<file path="src/rtl/cardirq_pkg.sv">
package cardirq_pkg;
    localparam int unsigned NUM_FIFO  = 2;
    localparam int unsigned NUM_EVENT = 4;
    localparam int unsigned REG_W     = NUM_EVENT + 2 * NUM_FIFO;
    localparam int unsigned SYNC_STAGES = 2;

    typedef enum logic {
        FT_LAST_EMPTY = 1'b0,
        FT_LAST_FULL  = 1'b1
    } fifo_trk_e;

    typedef enum logic {
        BE_LOW  = 1'b0,
        BE_HIGH = 1'b1
    } busy_st_e;
endpackage

</file>
<file path="src/rtl/cardirq_busy_edge.sv">
module cardirq_busy_edge
    import cardirq_pkg::*;
#(
    parameter int unsigned STAGES = SYNC_STAGES
) (
    input  logic clk,
    input  logic rst_n,
    input  logic busy_async_i,
    output logic edge_o
);
    logic [STAGES-1:0] sync_q;
    logic              busy_sync;
    busy_st_e          state_q, state_d;

    always_ff @(posedge clk or negedge rst_n) begin
        if (!rst_n) sync_q <= '0;
        else        sync_q <= {sync_q[STAGES-2:0], busy_async_i};
    end
    assign busy_sync = sync_q[STAGES-1];

    // state register
    always_ff @(posedge clk or negedge rst_n) begin
        if (!rst_n) state_q <= BE_LOW;
        else        state_q <= state_d;
    end

    // next state and outputs
    always_comb begin
        state_d = state_q;
        edge_o  = 1'b0;
        unique case (state_q)
            BE_LOW: begin
                if (busy_sync) begin
                    state_d = BE_HIGH;
                    edge_o  = 1'b1;
                end
            end
            BE_HIGH: begin
                if (!busy_sync) begin
                    state_d = BE_LOW;
                    edge_o  = 1'b1;
                end
            end
        endcase
    end

    assert_edge_tracks_R6: assert property (@(posedge clk) disable iff (!rst_n)
        edge_o |=> !edge_o || $changed(busy_sync));
endmodule

</file>
<file path="src/rtl/cardirq_fifo_track.sv">
module cardirq_fifo_track
    import cardirq_pkg::*;
(
    input  logic clk,
    input  logic rst_n,
    input  logic full_i,
    input  logic empty_i,
    output logic full_flag_o,
    output logic empty_flag_o
);
    fifo_trk_e state_q, state_d;

    // state register
    always_ff @(posedge clk or negedge rst_n) begin
        if (!rst_n) state_q <= FT_LAST_EMPTY;
        else        state_q <= state_d;
    end

    // next state
    always_comb begin
        state_d = state_q;
        unique case (state_q)
            FT_LAST_EMPTY: if (full_i)  state_d = FT_LAST_FULL;
            FT_LAST_FULL:  if (empty_i) state_d = FT_LAST_EMPTY;
        endcase
    end

    // outputs
    always_comb begin
        full_flag_o  = 1'b0;
        empty_flag_o = 1'b0;
        unique case (state_q)
            FT_LAST_EMPTY: empty_flag_o = 1'b1;
            FT_LAST_FULL:  full_flag_o  = 1'b1;
        endcase
    end

    assert_full_holds_R7: assert property (@(posedge clk) disable iff (!rst_n)
        (full_flag_o && !empty_i) |=> full_flag_o);
    assert_full_sets_R7: assert property (@(posedge clk) disable iff (!rst_n)
        (full_i && !empty_i) |=> full_flag_o);
    assert_empty_holds_R8: assert property (@(posedge clk) disable iff (!rst_n)
        (empty_flag_o && !full_i) |=> empty_flag_o);
endmodule

</file>
<file path="src/rtl/cardirq_event_flags.sv">
module cardirq_event_flags #(
    parameter int unsigned N = 4
) (
    input  logic         clk,
    input  logic         rst_n,
    input  logic [N-1:0] set_i,
    input  logic         clr_i,
    output logic [N-1:0] flag_o
);
    for (genvar i = 0; i < N; i++) begin : g_flag
        always_ff @(posedge clk or negedge rst_n) begin
            if (!rst_n)         flag_o[i] <= 1'b0;
            else if (set_i[i])  flag_o[i] <= 1'b1;   // set wins over read clear
            else if (clr_i)     flag_o[i] <= 1'b0;
        end

        assert_event_sets_R5: assert property (@(posedge clk) disable iff (!rst_n)
            set_i[i] |=> flag_o[i]);
        assert_read_clears_R4: assert property (@(posedge clk) disable iff (!rst_n)
            (clr_i && !set_i[i]) |=> !flag_o[i]);
        assert_flag_sticky_R3: assert property (@(posedge clk) disable iff (!rst_n)
            (flag_o[i] && !clr_i) |=> flag_o[i]);
    end
endmodule

</file>
<file path="src/rtl/cardirq_status.sv">
module cardirq_status
    import cardirq_pkg::*;
(
    input  logic                clk,
    input  logic                rst_n,
    input  logic                resp_done_i,
    input  logic                cmd_done_i,
    input  logic                frame_done_i,
    input  logic                card_busy_i,
    input  logic [NUM_FIFO-1:0] fifo_full_i,
    input  logic [NUM_FIFO-1:0] fifo_empty_i,
    input  logic                host_rd_i,
    input  logic [REG_W-1:0]    irq_mask_i,
    output logic [REG_W-1:0]    rd_data_o,
    output logic                irq_o
);
    logic                 busy_edge;
    logic [NUM_EVENT-1:0] ev_set, ev_flag;
    logic [NUM_FIFO-1:0]  full_flag, empty_flag;

    cardirq_busy_edge #(.STAGES(SYNC_STAGES)) u_busy (
        .clk          (clk),
        .rst_n        (rst_n),
        .busy_async_i (card_busy_i),
        .edge_o       (busy_edge)
    );

    // event order defines bits 7..4
    assign ev_set = {busy_edge, resp_done_i, cmd_done_i, frame_done_i};

    cardirq_event_flags #(.N(NUM_EVENT)) u_events (
        .clk    (clk),
        .rst_n  (rst_n),
        .set_i  (ev_set),
        .clr_i  (host_rd_i),
        .flag_o (ev_flag)
    );

    for (genvar f = 0; f < NUM_FIFO; f++) begin : g_fifo
        cardirq_fifo_track u_trk (
            .clk          (clk),
            .rst_n        (rst_n),
            .full_i       (fifo_full_i[f]),
            .empty_i      (fifo_empty_i[f]),
            .full_flag_o  (full_flag[f]),
            .empty_flag_o (empty_flag[f])
        );
    end

    assign rd_data_o = {ev_flag, full_flag, empty_flag};
    assign irq_o     = |(rd_data_o & irq_mask_i);

    assert_busy_edge_flags_R6: assert property (@(posedge clk) disable iff (!rst_n)
        busy_edge |=> rd_data_o[REG_W-1]);
    assert_irq_needs_mask_R9: assert property (@(posedge clk) disable iff (!rst_n)
        irq_o |-> (irq_mask_i != '0) && (rd_data_o != '0));
endmodule

</file>
<file path="config.mk">
export PLATFORM = sky130hd
export DESIGN_NAME = cardirq_status
export DESIGN_NICKNAME = d
export VERILOG_FILES = /design/src/rtl/cardirq_pkg.sv /design/src/rtl/cardirq_busy_edge.sv /design/src/rtl/cardirq_fifo_track.sv /design/src/rtl/cardirq_event_flags.sv /design/src/rtl/cardirq_status.sv
export SDC_FILE = /design/constraint.sdc
export NUM_CORES = 1
export LEC_CHECK = 0
export CAP_MARGIN = 15
export CORE_AREA = 2 2 39 41
export CTS_CLUSTER_DIAMETER = 30
export DETAILED_ROUTE_END_ITERATION = 10
export DIE_AREA = 0 0 41 43
export DONT_BUFFER_PORTS = 1
export HOLD_SLACK_MARGIN = 0.15
export PLACE_DENSITY = 0.42
export SLEW_MARGIN = 20
export SYNTH_ARGS = -nofsm -noshare
export SYNTH_HDL_FRONTEND = slang
export SYNTH_SLANG_ARGS = --single-unit
</file>
<file path="constraint.sdc">
create_clock -name clk -period 0.8 [get_ports clk]
set_input_delay 0.08 -clock clk [delete_from_list [all_inputs] [get_ports clk]]
set_output_delay 0.08 -clock clk [all_outputs]
set_load 0.03 [all_outputs]
</file>
==> summary.log, run 1 <==
[status] status finished with violations
[status] failing checks negative setup slack
[clock_tree] Sink Count 9
[power_and_ir_drop] peak supply drop 0.000802 V
[route] drt first-iter violations 3
[timing] clock tree skew after final layout 0.00439 ns
[route] wirelength, routed 830 um
[clock_tree] Max Root-Sink Buffers 2
[layout] Area Growth Syn to Fin 78.4%
[clock_tree] clock-pin slew on the worst setup and hold paths 0.06 ns
[layout] fraction of final layout cells with drive strength greater than 1 51.9%
[timing] total count of max-transition violations in the final report 0
[timing] crit share post-route 149%
[critical_path] required time of the critical path 0.72 ns
[placed_design] number of buffer cells added on primary ports 0
[timing] final-report setup violation count 14
[route] Detail Route Antenna Nets 0
[logic_synthesis] library cells used by synthesis 11
[floorplan] row count 14
[route] routed wire length per instance 11.9 um
[route] count of vias placed by the detailed router 320
[power_and_ir_drop] overall power of the completed layout 1280 uW
[critical_path] Slowest Stage Delay on Critical Path 0.41 ns
[global_routing] wire length of the first global-routing pass 1.06 mm
[critical_path] type of element launching the critical path flip-flop
[global_routing] global-route congestion overflow total 0
[global_routing] via count of the first global-routing pass 296
[critical_path] start-to-end type of the worst setup path reg2out
[logic_synthesis] Yosys Warn Count 0
[layout] Util after Layout 46.9%
[floorplan] I/O pin cnt 28
[critical_path] Critical-path top delay cell dfrtp_2
[logic_synthesis] average instance area after synthesis 12.1 sq um
[global_routing] largest net degree at the start of global routing 10
[logic_synthesis] Synth Net Count 49
[clock_tree] insertion delay to the later sink of the worst-skew pair 0.25 ns
[timing] Max transition margin 73.1%
[route] router iterations before antenna repair 3
[timing] final setup slack of the worst path -0.392 ns
[layout] sequential cell area 230 sq um
[timing] worst hold margin 0.187 ns
[run] number of max-cap violations 0
[worst_hold_path] worst hold path type in2async
[floorplan] die footprint 0.00176 sq mm
[power_and_ir_drop] static leakage 0.000300 uW
[floorplan] overall die width 41 um
[floorplan] initial core utilization 26.3%
[timing] final number of hold-violating endpoints 0
[floorplan] Die Y-Extent 43 um
[layout] Antenna Cells 0
[power_and_ir_drop] power density of the placed cells 1970 mW/mm^2
[logic_synthesis] share of the yosys chip area belonging to registers 61.9%
[timing] time the final worst path needs with I/O delays and setup 1.19 ns
[global_routing] antenna violations before repair 0
[layout] Final Net Count 74
[critical_path] kind of end point of the critical path output pin
[clock_tree] H-tree levels 1
[logic_synthesis] cell area after technology mapping 364 sq um
[floorplan] placeable core region 0.00138 sq mm
[layout] Filler cells 127
[layout] multi-input gate area in the final layout 119 sq um
[placed_design] RePlAce Congestion 0.675
[timing] setup repair after global routing missed its margin yes
[critical_path] Crit Path Max Fanout 2
[logic_synthesis] post-synthesis instance total 30
[timing] actual slew at the worst max-slew pin 0.403 ns
[timing] fmax 839 MHz
[global_routing] overall global routing resource usage 9.58%
[route] routed vias/inst 4.57
[clock_tree] number of buffers created by CTS 3
[placed_design] half-perimeter wire length after placement 629 um
[critical_path] critical path data arrival time 1.11 ns
[clock_tree] TritonCTS clock tree yes
[clock_tree] Clock Root Buffer clkbuf_4
[critical_path] sequence of cells on the critical path a22oi_2 > nand4_1 > buf_6
[route] number of remaining DRC errors 0
[logic_synthesis] flip-flop and latch count after synthesis 9
[final cells by class]
class	instances	area share [%]
Clock buffer	4	4.05
Tap cell	16	3.08
Timing Repair Buffer	24	37.4
Inverter	3	1.73
Sequential cell	9	35.5
Multi-Input combinational cell	14	18.3
[worst max-delay path, delay by kind of cell (launching register included)]
kind / cells / cell delay [ns]
flops: 1 / 0.41
compound gates: 1 / 0.17
buf+inv: 1 / 0.16
simple gates: 1 / 0.13
[cells in the mapped netlist]
| master | count | area (sq um) |
|---|---|---|
| xor2_1 | 1 | 8.76 |
| nand2_1 | 2 | 7.51 |
| nand4_1 | 1 | 6.26 |
| inv_2 | 2 | 7.51 |
| inv_1 | 1 | 3.75 |
| o21ai_0 | 2 | 10.0 |
| a22oi_2 | 1 | 12.5 |
| dfrtp_1 | 9 | 225 |
| buf_4 | 4 | 30.0 |
| a22oi_1 | 3 | 22.5 |
| a21o_1 | 4 | 30.0 |
[report_power, final]
group | switching, uW | internal (uW) | total, uW
Combinational | 205 | 208 | 413
Sequential | 31.0 | 497 | 528
Clock | 145 | 191 | 336
[worst paths after layout]
path / startpoint / to / slack [ns] / cells past startpoint
max: u_events.flag_o[2]$_DFFE_PN0P_ / irq_o / -0.39 / 3
max reg2reg: u_events.flag_o[2]$_DFFE_PN0P_ / u_events.flag_o[2]$_DFFE_PN0P_ / -0.13 / 3
min in group clk: u_busy.sync_q[0]$_DFF_PN0_ / u_busy.sync_q[1]$_DFF_PN0_ / 0.35 / 0
max in group asynchronous: rst_n / u_events.flag_o[3]$_DFFE_PN0P_ / 0.30 / 1
min reg2reg: u_busy.sync_q[0]$_DFF_PN0_ / u_busy.sync_q[1]$_DFF_PN0_ / 0.35 / 0
min: rst_n / u_busy.sync_q[1]$_DFF_PN0_ / 0.19 / 1
[cell usage in the layout, fill, tap and decap left out]
cell           Yosys  layout
o21ai_1            0       1
a22oi_1            3       1
o21ai_2            0       1
clkbuf_4           0       3
a21o_1             4       4
clkbuf_1           0       1
nand4_1            1       1
inv_2              2       2
a22oi_2            1       3
buf_8              0       2
nand2_4            0       1
dlygate4sd3_1      0      10
dfrtp_2            0       4
buf_4              4       6
inv_1              1       1
nand2_1            2       1
buf_6              0       6
xor2_1             1       1
dfrtp_1            9       5
[repair_timing]
item	in CTS	in global routing
gates resized for setup	8	9
setup buffers	2	3
endpoints found under the hold margin	16	0
setup endpoints to repair	15	15
pin swaps	2	1
hold buffers	10	0
[kinds of logic (layout without fill, tap and decap cells)]
logic type      Yosys count  in the layout  synth area share [%]
buf+inv                   7             31                  11.3
compound gates           10             10                  20.6
flops                     9              9                  61.9
simple gates              3              3                  3.78
xor+xnor                  1              1                  2.41
[sequential cells by signal, summed over array words and instances (netlist names)]
name                  flops
g_fifo.u_trk.state_q      2
u_events.flag_o           4
u_busy.sync_q             2
u_busy.state_q            1
[layer usage]
metal,vias to the layer above,global-route usage [%],wire length [um]
li1,149,-,-
met1,154,7.09,267
met2,17,14.4,470
met3,0,7.85,92
met4,0,8.00,0
met5,-,0,0
[metrics by stage]
step                      TNS (ns)  setup WS, ns  cell area (sq um)  cells
after global placement      -0.294        -0.156                427     51
after CTS                    -1.87        -0.404                596     67
after detailed placement    -0.368        -0.149                427     51
final                        -2.29        -0.392                649     70
after floorplan             -0.253        -0.253                369     30
after global routing         -2.74        -0.431                649     70
Power figures use the tool's default switching activity.
==> run 2, diff against run 1 <==
--- a/config.mk
+++ b/config.mk
@@ -12,7 +12,8 @@
 export DIE_AREA = 0 0 41 43
 export DONT_BUFFER_PORTS = 1
 export HOLD_SLACK_MARGIN = 0.15
-export PLACE_DENSITY = 0.42
+export PLACE_DENSITY = 0.41
+export REMOVE_ABC_BUFFERS = 1
 export SLEW_MARGIN = 20
 export SYNTH_ARGS = -nofsm -noshare
 export SYNTH_HDL_FRONTEND = slang
==> constraint.sdc (replaced) <==
create_clock -name clk -period 1.2 [get_ports clk]
set_input_delay 0.12 -clock clk [delete_from_list [all_inputs] [get_ports clk]]
set_output_delay 0.12 -clock clk [all_outputs]
set_load 0.03 [all_outputs]
==> run 2 against run 1 <==
The flow still finishes with violations (negative setup slack). Die area did not move. Global-route usage increased by 0.58 points. Flip-flop and latch count unchanged. Design area down 10%. Critical path depth did not move. Largest cell class is now flip-flops and latches.
==> summary.log, run 2 (same netlist as run 1, synthesis figures left out) <==
[route] routed vias/inst 4.47
[placed_design] number of buffer cells added on primary ports 0
[clock_tree] number of buffers created by CTS 3
[timing] clock tree skew after final layout 0.000384 ns
[critical_path] type of element launching the critical path flip-flop
[floorplan] Die Y-Extent 43 um
[status] status finished with violations
[timing] total count of max-transition violations in the final report 0
[route] drt first-iter violations 1
[timing] Max transition margin 73.0%
[route] count of vias placed by the detailed router 304
[route] wirelength, routed 836 um
[critical_path] Slowest Stage Delay on Critical Path 0.41 ns
[placed_design] pre-CTS WS 0.197 ns
[critical_path] critical path data arrival time 1.10 ns
[power_and_ir_drop] power density of the placed cells 1380 mW/mm^2
[clock_tree] Max Root-Sink Buffers 2
[critical_path] category of cells accounting for the largest share of critical-path delay flip-flops
[critical_path] sequence of cells on the critical path a22oi_2 > nand4_1 > buf_6
[critical_path] Critical-path top delay cell dfrtp_1
[placed_design] placed instance area 422 sq um
[placed_design] half-perimeter wire length after placement 601 um
[layout] Final Net Count 72
[critical_path] kind of end point of the critical path output pin
[layout] final instance area 584 sq um
[critical_path] critical path startpoint g_fifo[0].u_trk.state_q$_DFF_PN0_
[critical_path] start-to-end type of the worst setup path reg2out
[timing] setup_tns -0.0245 ns
[run] number of max-cap violations 0
[global_routing] antenna violations before repair 0
[clock_tree] clock-pin slew on the worst setup and hold paths 0.06 ns
[route] Detail Route Antenna Nets 0
[clock_tree] insertion delay to the later sink of the worst-skew pair 0.25 ns
[timing] fmax 817 MHz
[floorplan] die footprint 0.00176 sq mm
[critical_path] origin of the critical flop-to-flop path g_fifo[0].u_trk.state_q$_DFF_PN0_
[layout] Util after Layout 42.2%
[timing] time the final worst path needs with I/O delays and setup 1.22 ns
[layout] most common cell after layout, fill and taps aside buf_4
[floorplan] row count 14
[power_and_ir_drop] overall power of the completed layout 804 uW
[route] routed wire length per instance 12.3 um
[clock_tree] Clock Root Buffer clkbuf_4
[global_routing] wire length of the first global-routing pass 1.15 mm
[clock_tree] Sink Count 9
[status] failing checks negative setup slack
[floorplan] I/O pin cnt 28
[critical_path] number of buffer and inverter stages on the critical path 1
[floorplan] initial core utilization 26.3%
[layout] most frequent cells in the layout 11 x buf_4, 10 x dlygate4sd3_1, 9 x dfrtp_1, 4 x a21o_1
[timing] final-report setup violation count 1
[global_routing] via count of the first global-routing pass 321
[layout] Area Growth Syn to Fin 60.5%
[critical_path] Crit Path Max Fanout 3
[power_and_ir_drop] peak supply drop 0.000601 V
[global_routing] overall global routing resource usage 10.2%
[power_and_ir_drop] static leakage 0.000275 uW
[timing] crit share post-route 102%
[layout] Antenna Cells 0
[global_routing] global-route congestion overflow total 0
[floorplan] placeable core region 0.00138 sq mm
[timing] setup repair after global routing missed its margin yes
[critical_path] required time of the critical path 1.08 ns
[layout] flip-flop count of the largest register after layout 4
[floorplan] overall die width 41 um
[clock_tree] H-tree levels 1
[timing] actual slew at the worst max-slew pin 0.404 ns
[timing] final setup slack of the worst path -0.0245 ns
[route] number of remaining DRC errors 0
[clock_tree] TritonCTS clock tree yes
[layout] register ranked first by flip-flop count u_events.flag_o
[layout] fraction of final layout cells with drive strength greater than 1 38.5%
[global_routing] largest net degree at the start of global routing 10
[layout] leading registers by flop count u_events.flag_o x4, g_fifo.u_trk.state_q x2, u_busy.sync_q x2
[worst_hold_path] worst hold path type in2async
[placed_design] RePlAce Congestion 0.666
[timing] final number of hold-violating endpoints 0
[route] router iterations before antenna repair 2
[run 2: changes by cell type in the layout (fill, tap and decap cells not counted)]
cell and change:
buf_4 +5, buf_6 -5, buf_8 -2, dfrtp_1 +4, dfrtp_2 -4, nand2_1 +1, nand2_4 -1, o21ai_0 +2
o21ai_1 -1, o21ai_2 -1
[run 2: cell type report]
cell class,count,area [sq um]
well taps,16,20.0
repair buffers,22,194
fillers,142,800
flip-flops and latches,9,225
inverters,3,11.3
clock buffers,4,26.3
multi-input cells,14,108
[run 2: what timing repair did]
item / in CTS / in global routing
endpoints found under the setup margin: 1 / 1
buffers inserted: 2 / 1
pin swaps: 3 / 2
gates resized for setup: 2 / 1
hold buffers: 10 / 0
hold endpoints to repair: 16 / 0
[run 2: per-layer routing]
metal	global-route usage, %	vias to the layer above	share of wire (%)
met5	0	-	0
met4	8.00	0	0
met3	6.28	0	17
met2	15.3	24	46
met1	9.03	137	37
li1	-	143	-
[run 2: path summary, 6_finish.rpt]
path,to,slack [ns],depth (start not counted)
worst max register to register,g_fifo[0].u_trk.state_q$_DFF_PN0_,0.21,5
min in group clk,u_busy.sync_q[1]$_DFF_PN0_,0.36,0
max in group asynchronous,g_fifo[0].u_trk.state_q$_DFF_PN0_,0.69,1
worst max-delay path,irq_o,-0.02,3
worst min register to register,u_busy.sync_q[1]$_DFF_PN0_,0.36,0
worst min-delay path,u_events.flag_o[2]$_DFFE_PN0P_,0.23,1
[run 2: report_power, final]
group          total (uW)  switching (uW)  internal [uW]
clock network         228            99.8            128
registers             349            19.9            329
logic                 227             123            105
[run 2: stage by stage]
stage / instances / hold slack (ns)
2_1_floorplan: 26 / -0.176
3_5_place_dp: 51 / -0.175
6_report: 68 / 0.227
5_1_grt: 68 / 0.241
4_1_cts: 67 / 0.228
3_3_place_gp: 51 / -0.175
[run 2: worst register-to-register path: cells and delay by family, from the launching register on]
kind,cells,cell delay [ns]
buffers and inverters,3,0.35
AO/OA/AOI/OAI,1,0.07
AND/OR/NAND/NOR,1,0.06
flip-flops,1,0.39
==> run 3, diff against run 2 <==
--- a/config.mk
+++ b/config.mk
@@ -11,6 +11,7 @@
 export DETAILED_ROUTE_END_ITERATION = 10
 export DIE_AREA = 0 0 41 43
 export DONT_BUFFER_PORTS = 1
+export GPL_TIMING_DRIVEN = 0
 export HOLD_SLACK_MARGIN = 0.15
 export PLACE_DENSITY = 0.41
 export REMOVE_ABC_BUFFERS = 1
==> run 3 against run 2 <==
The run still ends with negative setup slack left. Hold slack got worse by 0.0066 ns. Power decreased by 6.4%. Clock-buffer cell count unchanged. Flip-flop and latch count unchanged. Setup slack got worse by 0.23 ns. Sequential power increased by 16%. Critical endpoint unchanged.
==> summary.log, run 3 (same netlist as run 1, synthesis figures left out) <==
[status] status finished with violations
[status] failing checks negative setup slack
[global_routing] wire length of the first global-routing pass 1.04 mm
[critical_path] required time of the critical path 1.08 ns
[critical_path] type of element launching the critical path flip-flop
[layout] fraction of final layout cells with drive strength greater than 1 27.5%
[critical_path] Crit Path Max Fanout 3
[critical_path] start-to-end type of the worst setup path reg2out
[clock_tree] TritonCTS clock tree yes
[timing] Max transition margin 73.0%
[critical_path] origin of the critical flop-to-flop path g_fifo[1].u_trk.state_q$_DFF_PN0_
[layout] register ranked first by flip-flop count u_events.flag_o
[floorplan] overall die width 41 um
[timing] final setup slack of the worst path -0.259 ns
[layout] most common cell after layout, fill and taps aside dlygate4sd3_1
[placed_design] half-perimeter wire length after placement 549 um
[route] router iterations before antenna repair 2
[layout] Area Growth Syn to Fin 36.8%
[route] routed wire length per instance 13.2 um
[clock_tree] insertion delay to the later sink of the worst-skew pair 0.26 ns
[clock_tree] Max Root-Sink Buffers 2
[power_and_ir_drop] static leakage 0.000215 uW
[floorplan] placeable core region 0.00138 sq mm
[placed_design] number of buffer cells added on primary ports 0
[power_and_ir_drop] peak supply drop 0.000708 V
[placed_design] Placed Cells incl. Taps 42
[critical_path] worst reg2reg path depth 2
[global_routing] antenna violations before repair 0
[critical_path] register-to-register path setup slack 0.28 ns
[layout] Final Net Count 60
[clock_tree] Post-CTS Setup Inserts 0
[timing] crit share post-route 122%
[critical_path] critical path data arrival time 1.34 ns
[clock_tree] number of buffers created by CTS 3
[clock_tree] Clock Root Buffer clkbuf_4
[timing] setup_tns -0.259 ns
[power_and_ir_drop] overall power of the completed layout 753 uW
[critical_path] terminus of the critical flop-to-flop path g_fifo[1].u_trk.state_q$_DFF_PN0_
[timing] fmax 686 MHz
[layout] post-route insts no fill 56
[timing] total count of max-transition violations in the final report 0
[critical_path] kind of end point of the critical path output pin
[worst_hold_path] worst hold path type in2async
[route] wirelength, routed 741 um
[route] Detail Route Antenna Nets 0
[floorplan] row count 14
[layout] leading registers by flop count u_events.flag_o x4, g_fifo.u_trk.state_q x2, u_busy.sync_q x2
[layout] flip-flop count of the largest register after layout 4
[global_routing] largest net degree at the start of global routing 10
[layout] Antenna Cells 0
[floorplan] Die Y-Extent 43 um
[clock_tree] clock-pin slew on the worst setup and hold paths 0.06 ns
[route] number of remaining DRC errors 0
[route] count of vias placed by the detailed router 262
[route] routed vias/inst 4.68
[clock_tree] Sink Count 9
[timing] setup repair after global routing missed its margin yes
[global_routing] overall global routing resource usage 9.56%
[timing] clock tree skew after final layout 0.00181 ns
[route] drt first-iter violations 1
[power_and_ir_drop] power density of the placed cells 1510 mW/mm^2
[placed_design] RePlAce Congestion 0.641
[global_routing] via count of the first global-routing pass 259
[timing] final number of hold-violating endpoints 0
[floorplan] die footprint 0.00176 sq mm
[layout] most frequent cells in the layout 10 x dlygate4sd3_1, 5 x dfrtp_1, 4 x a21o_1, 4 x dfrtp_2, 3 x clkbuf_4
[floorplan] I/O pin cnt 28
[floorplan] initial core utilization 26.3%
[timing] actual slew at the worst max-slew pin 0.404 ns
[run] number of max-cap violations 0
[timing] final-report setup violation count 1
[global_routing] global-route congestion overflow total 0
[timing] time the final worst path needs with I/O delays and setup 1.46 ns
[clock_tree] H-tree levels 1
## run 3: cell types whose count changed in the layout (fill, tap and decap cells not counted), moves of 2 or more
cell and change:
dfrtp_1 -4, buf_4 -11, inv_2 -2, dfrtp_2 +4
## run 3: cell type report
| type | instances | area, sq um |
|---|---|---|
| Clock buffer | 4 | 26.3 |
| Fill cell | 143 | 886 |
| Inverter | 3 | 18.8 |
| Multi-Input combinational cell | 14 | 103 |
| Sequential cell | 9 | 230 |
| Tap cell | 16 | 20.0 |
| Timing Repair Buffer | 10 | 100 |
## run 3: worst max path at each step
stage	startpoint	to	slack [ns]
2_1_floorplan	g_fifo[1].u_trk.state_q$_DFF_PN0_	irq_o	-0.1
3_3_place_gp	g_fifo[1].u_trk.state_q$_DFF_PN0_	irq_o	-0.14
3_5_place_dp	g_fifo[1].u_trk.state_q$_DFF_PN0_	irq_o	-0.15
4_1_cts	g_fifo[1].u_trk.state_q$_DFF_PN0_	irq_o	-0.30
5_1_grt	g_fifo[1].u_trk.state_q$_DFF_PN0_	irq_o	-0.35
6_report	u_events.flag_o[2]$_DFFE_PN0P_	irq_o	-0.26
## run 3: per-stage QoR
stage / worst slack, ns / hold slack [ns] / util, % / instance area [sq um]
6_report: -0.259 / 0.220 / 36.0 / 498
5_1_grt: -0.347 / 0.246 / 36.0 / 498
4_1_cts: -0.302 / 0.221 / 35.8 / 495
3_5_place_dp: -0.155 / -0.175 / 25.6 / 354
3_3_place_gp: -0.145 / -0.175 / 25.6 / 354
2_1_floorplan: -0.0977 / -0.176 / - / 334
## run 3: repair_timing
action                                  in CTS  in global routing
hold endpoints to repair                    16                  0
hold buffers                                10                  0
pin swaps                                    1                  1
endpoints found under the setup margin       1                  1
gates resized for setup                      7                  1
gates cloned                                 0                  0
## run 3: worst max-delay path: stages, from the launching register on
cell and delay [ns]:
dfrtp_2 0.49, a22oi_2 0.24, nand4_1 0.36
## run 3: where the power goes
part | internal (uW) | leakage, uW | switching, uW | total [uW]
Clock | 128 | 0.0000150 | 108 | 237
Sequential | 332 | 0.0000983 | 72.9 | 405
Combinational | 49.7 | 0.000101 | 61.9 | 112
Total | 510 | 0.000215 | 243 | 753
## run 3: per-layer routing
layer  part of all wire, %  GRT usage [%]  up-vias
met4                     0           6.00        0
met5                     0              0        -
met2                    46           13.1       25
met1                    39           9.73      118
met3                    15           7.33        0
li1                      -              -      119
